==> src/rtl/oc_pkg.sv <==
package oc_pkg;

    typedef enum logic [2:0] {
        OCM_TIMING   = 3'd0,
        OCM_SET      = 3'd1,
        OCM_CLEAR    = 3'd2,
        OCM_TOGGLE   = 3'd3,
        OCM_FORCE_LO = 3'd4,
        OCM_FORCE_HI = 3'd5
    } oc_mode_e;

    typedef enum logic {
        REF_LOW  = 1'b0,
        REF_HIGH = 1'b1
    } ref_state_e;

endpackage

==> src/rtl/oc_timebase.sv <==
module oc_timebase #(
    parameter int CNT_W = 16,
    parameter int PSC_W = 8
) (
    input  logic             clk,
    input  logic             rst_n,
    input  logic             en,
    input  logic [PSC_W-1:0] psc,
    input  logic [CNT_W-1:0] reload,
    output logic [CNT_W-1:0] cnt,
    output logic [CNT_W-1:0] cnt_nxt,
    output logic             tick,
    output logic             wrap
);

    logic [PSC_W-1:0] phase;
    logic             at_top;

    assign at_top  = (cnt >= reload);
    assign tick    = en && (phase >= psc);
    assign wrap    = tick && at_top;
    assign cnt_nxt = at_top ? '0 : cnt + 1'b1;

    always_ff @(posedge clk or negedge rst_n) begin
        if (!rst_n) begin
            phase <= '0;
            cnt   <= '0;
        end else if (en) begin
            if (tick) begin
                phase <= '0;
                cnt   <= cnt_nxt;
            end else begin
                phase <= phase + 1'b1;
            end
        end
    end

endmodule

==> src/rtl/oc_cmp_hold.sv <==
module oc_cmp_hold #(
    parameter int CNT_W = 16
) (
    input  logic             clk,
    input  logic             rst_n,
    input  logic             wr,
    input  logic [CNT_W-1:0] wr_val,
    input  logic             preload,
    input  logic             upd,
    output logic [CNT_W-1:0] active
);

    logic [CNT_W-1:0] shadow;

    always_ff @(posedge clk or negedge rst_n) begin
        if (!rst_n) begin
            shadow <= '0;
            active <= '0;
        end else begin
            if (wr) begin
                shadow <= wr_val;
            end
            if (wr && !preload) begin
                active <= wr_val;
            end else if (upd && preload) begin
                active <= shadow;
            end
        end
    end

endmodule

==> src/rtl/oc_ref_fsm.sv <==
module oc_ref_fsm
    import oc_pkg::*;
(
    input  logic       clk,
    input  logic       rst_n,
    input  logic [2:0] mode,
    input  logic       hit,
    output logic       ref_o
);

    ref_state_e state, state_nxt;

    always_ff @(posedge clk or negedge rst_n) begin
        if (!rst_n) begin
            state <= REF_LOW;
        end else begin
            state <= state_nxt;
        end
    end

    always_comb begin
        state_nxt = state;
        unique case (mode)
            OCM_SET:      if (hit) state_nxt = REF_HIGH;
            OCM_CLEAR:    if (hit) state_nxt = REF_LOW;
            OCM_TOGGLE:   if (hit) state_nxt = (state == REF_HIGH) ? REF_LOW : REF_HIGH;
            OCM_FORCE_LO: state_nxt = REF_LOW;
            OCM_FORCE_HI: state_nxt = REF_HIGH;
            default:      state_nxt = state;
        endcase
    end

    always_comb begin
        ref_o = (state == REF_HIGH);
    end

endmodule

==> src/rtl/oc_channel.sv <==
module oc_channel
    import oc_pkg::*;
#(
    parameter int CNT_W = 16,
    parameter int PSC_W = 8
) (
    input  logic             clk,
    input  logic             rst_n,
    input  logic             cnt_en,
    input  logic [PSC_W-1:0] psc,
    input  logic [CNT_W-1:0] reload,
    input  logic [CNT_W-1:0] cmp_val,
    input  logic             cmp_wr,
    input  logic             preload_en,
    input  logic             sw_update,
    input  logic [2:0]       mode,
    input  logic             pol,
    input  logic             chan_en,
    input  logic             flag_clr,
    input  logic             irq_en,
    output logic [CNT_W-1:0] cnt_o,
    output logic             ref_o,
    output logic             pin_o,
    output logic             match_flag,
    output logic             irq_o
);

    logic [CNT_W-1:0] cnt_nxt;
    logic [CNT_W-1:0] cmp_act;
    logic             tick;
    logic             wrap;
    logic             hit;
    logic             polar_mode;

    oc_timebase #(.CNT_W(CNT_W), .PSC_W(PSC_W)) u_tb (
        .clk     (clk),
        .rst_n   (rst_n),
        .en      (cnt_en),
        .psc     (psc),
        .reload  (reload),
        .cnt     (cnt_o),
        .cnt_nxt (cnt_nxt),
        .tick    (tick),
        .wrap    (wrap)
    );

    oc_cmp_hold #(.CNT_W(CNT_W)) u_cmp (
        .clk     (clk),
        .rst_n   (rst_n),
        .wr      (cmp_wr),
        .wr_val  (cmp_val),
        .preload (preload_en),
        .upd     (wrap || sw_update),
        .active  (cmp_act)
    );

    assign hit = tick && (cnt_nxt == cmp_act);

    oc_ref_fsm u_fsm (
        .clk   (clk),
        .rst_n (rst_n),
        .mode  (mode),
        .hit   (hit),
        .ref_o (ref_o)
    );

    always_ff @(posedge clk or negedge rst_n) begin
        if (!rst_n) begin
            match_flag <= 1'b0;
        end else if (hit) begin
            match_flag <= 1'b1;
        end else if (flag_clr) begin
            match_flag <= 1'b0;
        end
    end

    always_comb begin
        polar_mode = (mode >= OCM_SET) && (mode <= OCM_FORCE_HI);
        if (!chan_en) begin
            pin_o = pol;
        end else if (polar_mode) begin
            pin_o = ref_o ^ pol;
        end else begin
            pin_o = ref_o;
        end
        irq_o = match_flag && irq_en;
    end

endmodule

==> config.mk <==
export PLATFORM = sky130hd
export DESIGN_NAME = oc_channel
export DESIGN_NICKNAME = d
export VERILOG_FILES = /design/src/rtl/oc_pkg.sv /design/src/rtl/oc_timebase.sv /design/src/rtl/oc_cmp_hold.sv /design/src/rtl/oc_ref_fsm.sv /design/src/rtl/oc_channel.sv
export SDC_FILE = /design/constraint.sdc
export NUM_CORES = 1
export LEC_CHECK = 0
export ABC_CLOCK_PERIOD_IN_PS = 5980
export BUFFER_PORTS_ARGS = -buffer_cell sky130_fd_sc_hd__buf_4
export CAP_MARGIN = 20
export CORE_MARGIN = 5
export CORE_UTILIZATION = 60
export DETAILED_ROUTE_END_ITERATION = 6
export GPL_ROUTABILITY_DRIVEN = 0
export HOLD_SLACK_MARGIN = 0.1
export PLACE_DENSITY = 0.85
export RECOVER_POWER = 100
export SKIP_CTS_REPAIR_TIMING = 1
export SYNTH_ARGS = -nofsm -noshare
export SYNTH_HDL_FRONTEND = slang
export SYNTH_SLANG_ARGS = --single-unit
==> constraint.sdc <==
create_clock -name clk -period 5.98 [get_ports clk]
set_input_delay 0.598 -clock clk [delete_from_list [all_inputs] [get_ports clk]]
set_output_delay 0.598 -clock clk [all_outputs]
set_load 0.03 [all_outputs]
# After elaboration in Yosys (flattened, before gate mapping)
# Index checks and enable logic that the tools add are counted.
dict set report totals {
  elab_cells 49
  ff_bits 58
  inputBits 53
  out_inout_bits 20
}
dict set report op_classes {
  reduce_logical 14
  bitwise 1
  n_lt_le_gt_ge 4
  eq_ne 9
  n_mux 13
  addsub 2
}
# op n
set ops {}
lappend ops {{$mux 16} 3}
lappend ops {{$add 16x1->16 const B} 1}
lappend ops {{$eq 16x16->1} 1}
lappend ops {{$ge 16x16->1} 1}
lappend ops {{$add 8x1->8 const B} 1}
lappend ops {{$ge 8x8->1} 1}
lappend ops {{$mux 1} 8}
lappend ops {{$mux 8} 1}
lappend ops {{$logic_and 1x1->1} 7}
lappend ops {{$eq 3x2->1 const B} 2}
lappend ops {{$eq 3x3->1 const B} 2}
lappend ops {{$ne 2x2->1 const B} 3}
lappend ops {{$pmux 1 s5} 1}
lappend ops {{$reduce_bool 5->1} 1}
lappend ops {{$reduce_and 4->1} 1}
lappend ops {{$reduce_bool 2->1} 2}
lappend ops {{$eq 3x1->1 const B} 1}
lappend ops {{$ge 3x1->1 const B} 1}
lappend ops {{$le 3x3->1 const B} 1}
lappend ops {{$reduce_and 2->1} 1}
lappend ops {{$logic_not 1->1} 1}
lappend ops {{$logic_or 1x1->1} 1}
lappend ops {{$xor 1x1->1} 1}

# Longest topological paths before layout
dict set report logic_depth {
  ltp_word 7
  depth_mapped 14
}

# Modules after synthesis
# A second synthesis with hierarchy kept.
dict set report hier_totals {
  cells_unflattened 415
  area_unflattened_um2 4100.2
}
# module cells_per_inst n_inst area_each_um2 seq_area_each_um2
set modules_own_cells {}
lappend modules_own_cells {oc_timebase 266 1 2129.5 600.6}
lappend modules_own_cells {oc_cmp_hold 104 1 1612.8 800.8}
lappend modules_own_cells {oc_channel 38 1 290.3 25.0}
lappend modules_own_cells {oc_ref_fsm 7 1 67.6 25.0}

# Worst setup path before layout
# OpenSTA, ideal clock, no wires.
dict set report synth_timing {
  path_kind {input to register}
  start {input reload[15]}
  end {register u_fsm.state (netlist: u_fsm.ref_o)}
  setup_slack_ns 2.641
  required_ns 5.857
  t_arrival_ns 3.216
  path_buffers 0
  path_stages 11
  cell_sequence {inv_1 -> ha_1 -> nand4_1 -> or4_4 -> a31oi_4 -> nor3_1 -> a211oi_2 -> o2111ai_1 -> nor4_2 -> mux2_1 -> o221a_1}
}
dict set report synth_between {
  elab_chain_len 6
}
# item line_no
set synth_rtl {}
lappend synth_rtl {{start: declaration} oc_channel.sv:11} ;# input logic [CNT_W-1:0] reload,
lappend synth_rtl {{$ge 16x16->1 (*)} oc_timebase.sv:19} ;# assign at_top = (cnt >= reload);
lappend synth_rtl {{$mux 16 (*)} oc_timebase.sv:22} ;# assign cnt_nxt = at_top ? '0 : cnt + 1'b1;
lappend synth_rtl {{$eq 16x16->1 (*)} oc_channel.sv:57} ;# assign hit = tick && (cnt_nxt == cmp_act);
lappend synth_rtl {{$logic_and 1x1->1 (*)} oc_channel.sv:57}
lappend synth_rtl {{$ne 2x2->1 (no line)} n/a}
lappend synth_rtl {{$reduce_and 4->1 (no line) (*)} n/a}
lappend synth_rtl {{end signal: assignment} oc_ref_fsm.sv:17} ;# state <= state_nxt;
lappend synth_rtl {{end: declaration} oc_ref_fsm.sv:11} ;# ref_state_e state, state_nxt;
# Every way passes the cells marked *; elsewhere a longest branch is shown, timed or not.
# A chain may end at the register's enable or synchronous reset.

# Final worst setup path
dict set report layout_timing {
  start {register u_tb.cnt[12]}
  end {register u_fsm.state (netlist: u_fsm.ref_o)}
}
dict set report layout_between {
  elab_chain_len 6
}
# item line_no
set layout_rtl {}
lappend layout_rtl {{start: declaration} oc_timebase.sv:10} ;# output logic [CNT_W-1:0] cnt,
lappend layout_rtl {{start signal: assignment} oc_timebase.sv:31} ;# cnt <= cnt_nxt;
lappend layout_rtl {{$add 16x1->16 / $ge 16x16->1 (equally long branches)} {oc_timebase.sv:22, oc_timebase.sv:19}}
lappend layout_rtl {{$mux 16 (*)} oc_timebase.sv:22}
lappend layout_rtl {{$eq 16x16->1 (*)} oc_channel.sv:57}
lappend layout_rtl {{$logic_and 1x1->1 (*)} oc_channel.sv:57}
lappend layout_rtl {{$ne 2x2->1 (no line)} n/a}
lappend layout_rtl {{$reduce_and 4->1 (no line) (*)} n/a}
# Marked as above.

==> impl_metrics.json <==
{
  "min_period_over_period_pct": 73.8,
  "combPwrFrac_pct": 25.3,
  "critPathCaptureType": "flip-flop",
  "yosysWarnings": 0,
  "yosys.cell_types.count": 63,
  "dr.pass1.iters": 5,
  "start_util_pct": 61.7,
  "finalNonFillerCells": 599,
  "worstSetupStartpointType": "flip-flop",
  "pre_cts_ws_ns": 1.91,
  "irDropWorstVdd_mv": 0.192,
  "grt_max_degree": 59,
  "critical-path-top-delay-family": "simple AND/OR/NAND/NOR gates",
  "synth_nets": 515,
  "via_per_inst": 6.10,
  "synthArstFlopShare_pct": 100,
  "routedWlPerCell_um": 16.7,
  "final_area_um2": 4900,
  "tightest_slew_ns": 3.03,
  "p_int_uw": 857,
  "dieArea_um2": 8810,
  "dp_cells": 583,
  "htreeDepth": 3,
  "status": "finished, violations left",
  "syn_to_final_growth_pct": 16.1,
  "place_hpwl_um": 7340,
  "rsz0062_at_grt": "false",
  "antenna_found_initial": 0,
  "pin_count": 73,
  "io_buffers": 72,
  "layout_common_cells": "58 x dfrtp_1, 51 x buf_4, 48 x mux2_2",
  "fin_nets": 577,
  "violations": "capacitance limit, slew limit",
  "power_mw": 1.26,
  "worstSetupPathType": "flip-flop to flip-flop",
  "max_stage_delay_ns": 0.69,
  "drv_cap": 1,
  "numCtsBuffers": 9,
  "cp_data_arrival_time_ns": 4.64,
  "grt_pass1_wl_um": 17000,
  "skew_ns": 0.00833,
  "crit_fanout": 21,
  "die_y_um": 93.8,
  "fin_setup_tns_ns": 0,
  "setup_viol": 0,
  "synth_area_um2": 4220,
  "antenna_cells": 0,
  "clk_latency_ns": 0.35,
  "slew_viol_final": 59,
  "ys.flop_type": "dfrtp_1",
  "first_iter_violations": 253,
  "critical_path_required_ns": 6.21,
  "antenna_left": 0,
  "ys_seq_elements": 58,
  "core_um2": 6830,
  "track_usage_pct": 24.1,
  "hp-class": "primary input to flip-flop",
  "route.detailed.drc": 0,
  "synth_edf_count": 0,
  "fin_crit_ns": 4.41,
  "fin_util_pct": 71.7,
  "die_width_um": 93.8,
  "fillers": 556,
  "grt_pass1_vias": 3602,
  "hold_viol": 0,
  "yosysSeqAreaShare_pct": 34.4,
  "maxSlewHeadroom_pct": -102,
  "final_layout_size_suffix_gt1_share_pct": 24.5,
  "crit_buf_inv": 0,
  "dr_total_vias": 3651,
  "total_leakage_power_nw": 2.22,
  "cts.path.max_buffers": 2,
  "wl_um": 10000,
  "fmax_ghz": 0.227,
  "grt_remaining_overflow": 0,
  "syn_inst": 436,
  "power_switching_uw": 406,
  "ctsRootBufferMaster": "clkbuf_8",
  "cts.sinks": 58,
  "holdWs_ns": 0.491,
  "place_area_um2": 4780,
  "final_common_cell": "dfrtp_1",
  "setup_ws_ns": 1.57,
  "power.density_nw_per_um2": 258,
  "cts_tree": "done",
  "clockPowerShare_pct": 31.9,
  "crit_slowest_cell": "or4_2",
  "seq_power_share_pct": 42.8,
  "synth_area_per_cell_um2": 9.67,
  "rows": 30,
  "path_clk_slew_ns": 0.07,
  "switching_share_pct": 32.2,
  "crit_chain": "ha_1 -> nand4_1 -> or4_2 -> a31oi_1 -> or3_1 -> nor2_1 -> o32a_1 -> nor4_1 -> mux2_1 -> o221a_1"
}
layout make-up:
cell class | instances | area, um2 | area share (%)
Multi-Input combinational cell | 324 | 2520 | 51.5
Clock inverter | 5 | 77.6 | 1.58
Sequential cell | 58 | 1450 | 29.6
Clock buffer | 11 | 141 | 2.89
Tap cell | 96 | 120 | 2.45
Timing Repair Buffer | 73 | 465 | 9.51
Inverter | 32 | 120 | 2.45
sequential cells by signal (all words and copies together) (netlist names):
name / count
u_tb.cnt: 16
u_fsm.ref_o: 1
u_cmp.shadow: 16
u_tb.phase: 8
match_flag: 1
u_cmp.active: 16
cell families (layout without fill, tap and decap cells):
kind of cell / after synthesis / after routing / synth area share, %
compound gates: 95 / 95 / 16.0
xor+xnor: 19 / 19 / 5.31
fa+ha+maj: 26 / 26 / 7.71
buf+inv: 54 / 121 / 5.28
flops: 58 / 58 / 34.4
mux: 51 / 51 / 13.6
simple gates: 133 / 133 / 17.8
power groups by stage:
stage,Clock (mW),Combinational [mW],Sequential [mW]
after detailed placement,0,0.327,0.544
after floorplan,0,0.237,0.522
after CTS,0.406,0.331,0.538
after global routing,0.425,0.359,0.550
final,0.403,0.319,0.541
after global placement,0,0.312,0.538
metal layers:
metal | routed length, um | vias up | share of wire (%) | track usage, %
met5 | 0 | - | 0 | 0
met4 | 220 | 0 | 2.2 | 10.8
met3 | 716 | 25 | 7.1 | 3.77
met2 | 4690 | 172 | 47 | 38.2
met1 | 4390 | 1739 | 44 | 32.4
li1 | - | 1715 | - | -
synth_stat cells, types with 4 or more instances:
cell type | n | area share [%]
dfrtp_1 | 58 | 34
mux2_2 | 48 | 13
inv_1 | 32 | 2.8
o21ai_0 | 32 | 3.8
nand2_1 | 27 | 2.4
ha_1 | 26 | 7.7
nor2_1 | 26 | 2.3
a21oi_1 | 12 | 1.4
nand3_1 | 12 | 1.4
nor3_1 | 11 | 1.3
clkbuf_1 | 10 | 0.89
xor2_1 | 9 | 1.9
and3_1 | 8 | 1.2
buf_2 | 7 | 0.83
o31ai_1 | 7 | 1.2
nand2b_1 | 6 | 0.89
nand4_1 | 6 | 0.89
nor2b_1 | 6 | 0.89
xnor2_1 | 6 | 1.2
a21o_1 | 5 | 0.89
a22o_1 | 5 | 1.0
nor4_1 | 5 | 0.74
nor4b_1 | 5 | 1.0
and2_1 | 4 | 0.59
path summary, 6_finish.rpt:
kind | start | to | slack (ns) | cells after the start
setup / recovery | u_tb.cnt[12] | u_fsm.ref_o | 1.57 | 10
hold / removal | cmp_val[13] | u_cmp.shadow[13] | 0.49 | 2
setup reg to reg | u_tb.cnt[12] | u_fsm.ref_o | 1.57 | 10
hold reg to reg | u_cmp.shadow[10] | u_cmp.shadow[10] | 0.51 | 1
max in group asynchronous | rst_n | u_tb.cnt[1] | 3.03 | 1
min in group asynchronous | rst_n | u_cmp.shadow[1] | 1.25 | 1
worst register-to-register path: stages (launching register included):
cell and delay (ns):
dfrtp_1 0.49, ha_1 0.33, nand4_1 0.14, or4_2 0.69, a31oi_1 0.58, or3_1 0.67
nor2_1 0.12, o32a_1 0.31, nor4_1 0.38, mux2_1 0.37, o221a_1 0.22
Power figures use the tool's default switching activity.
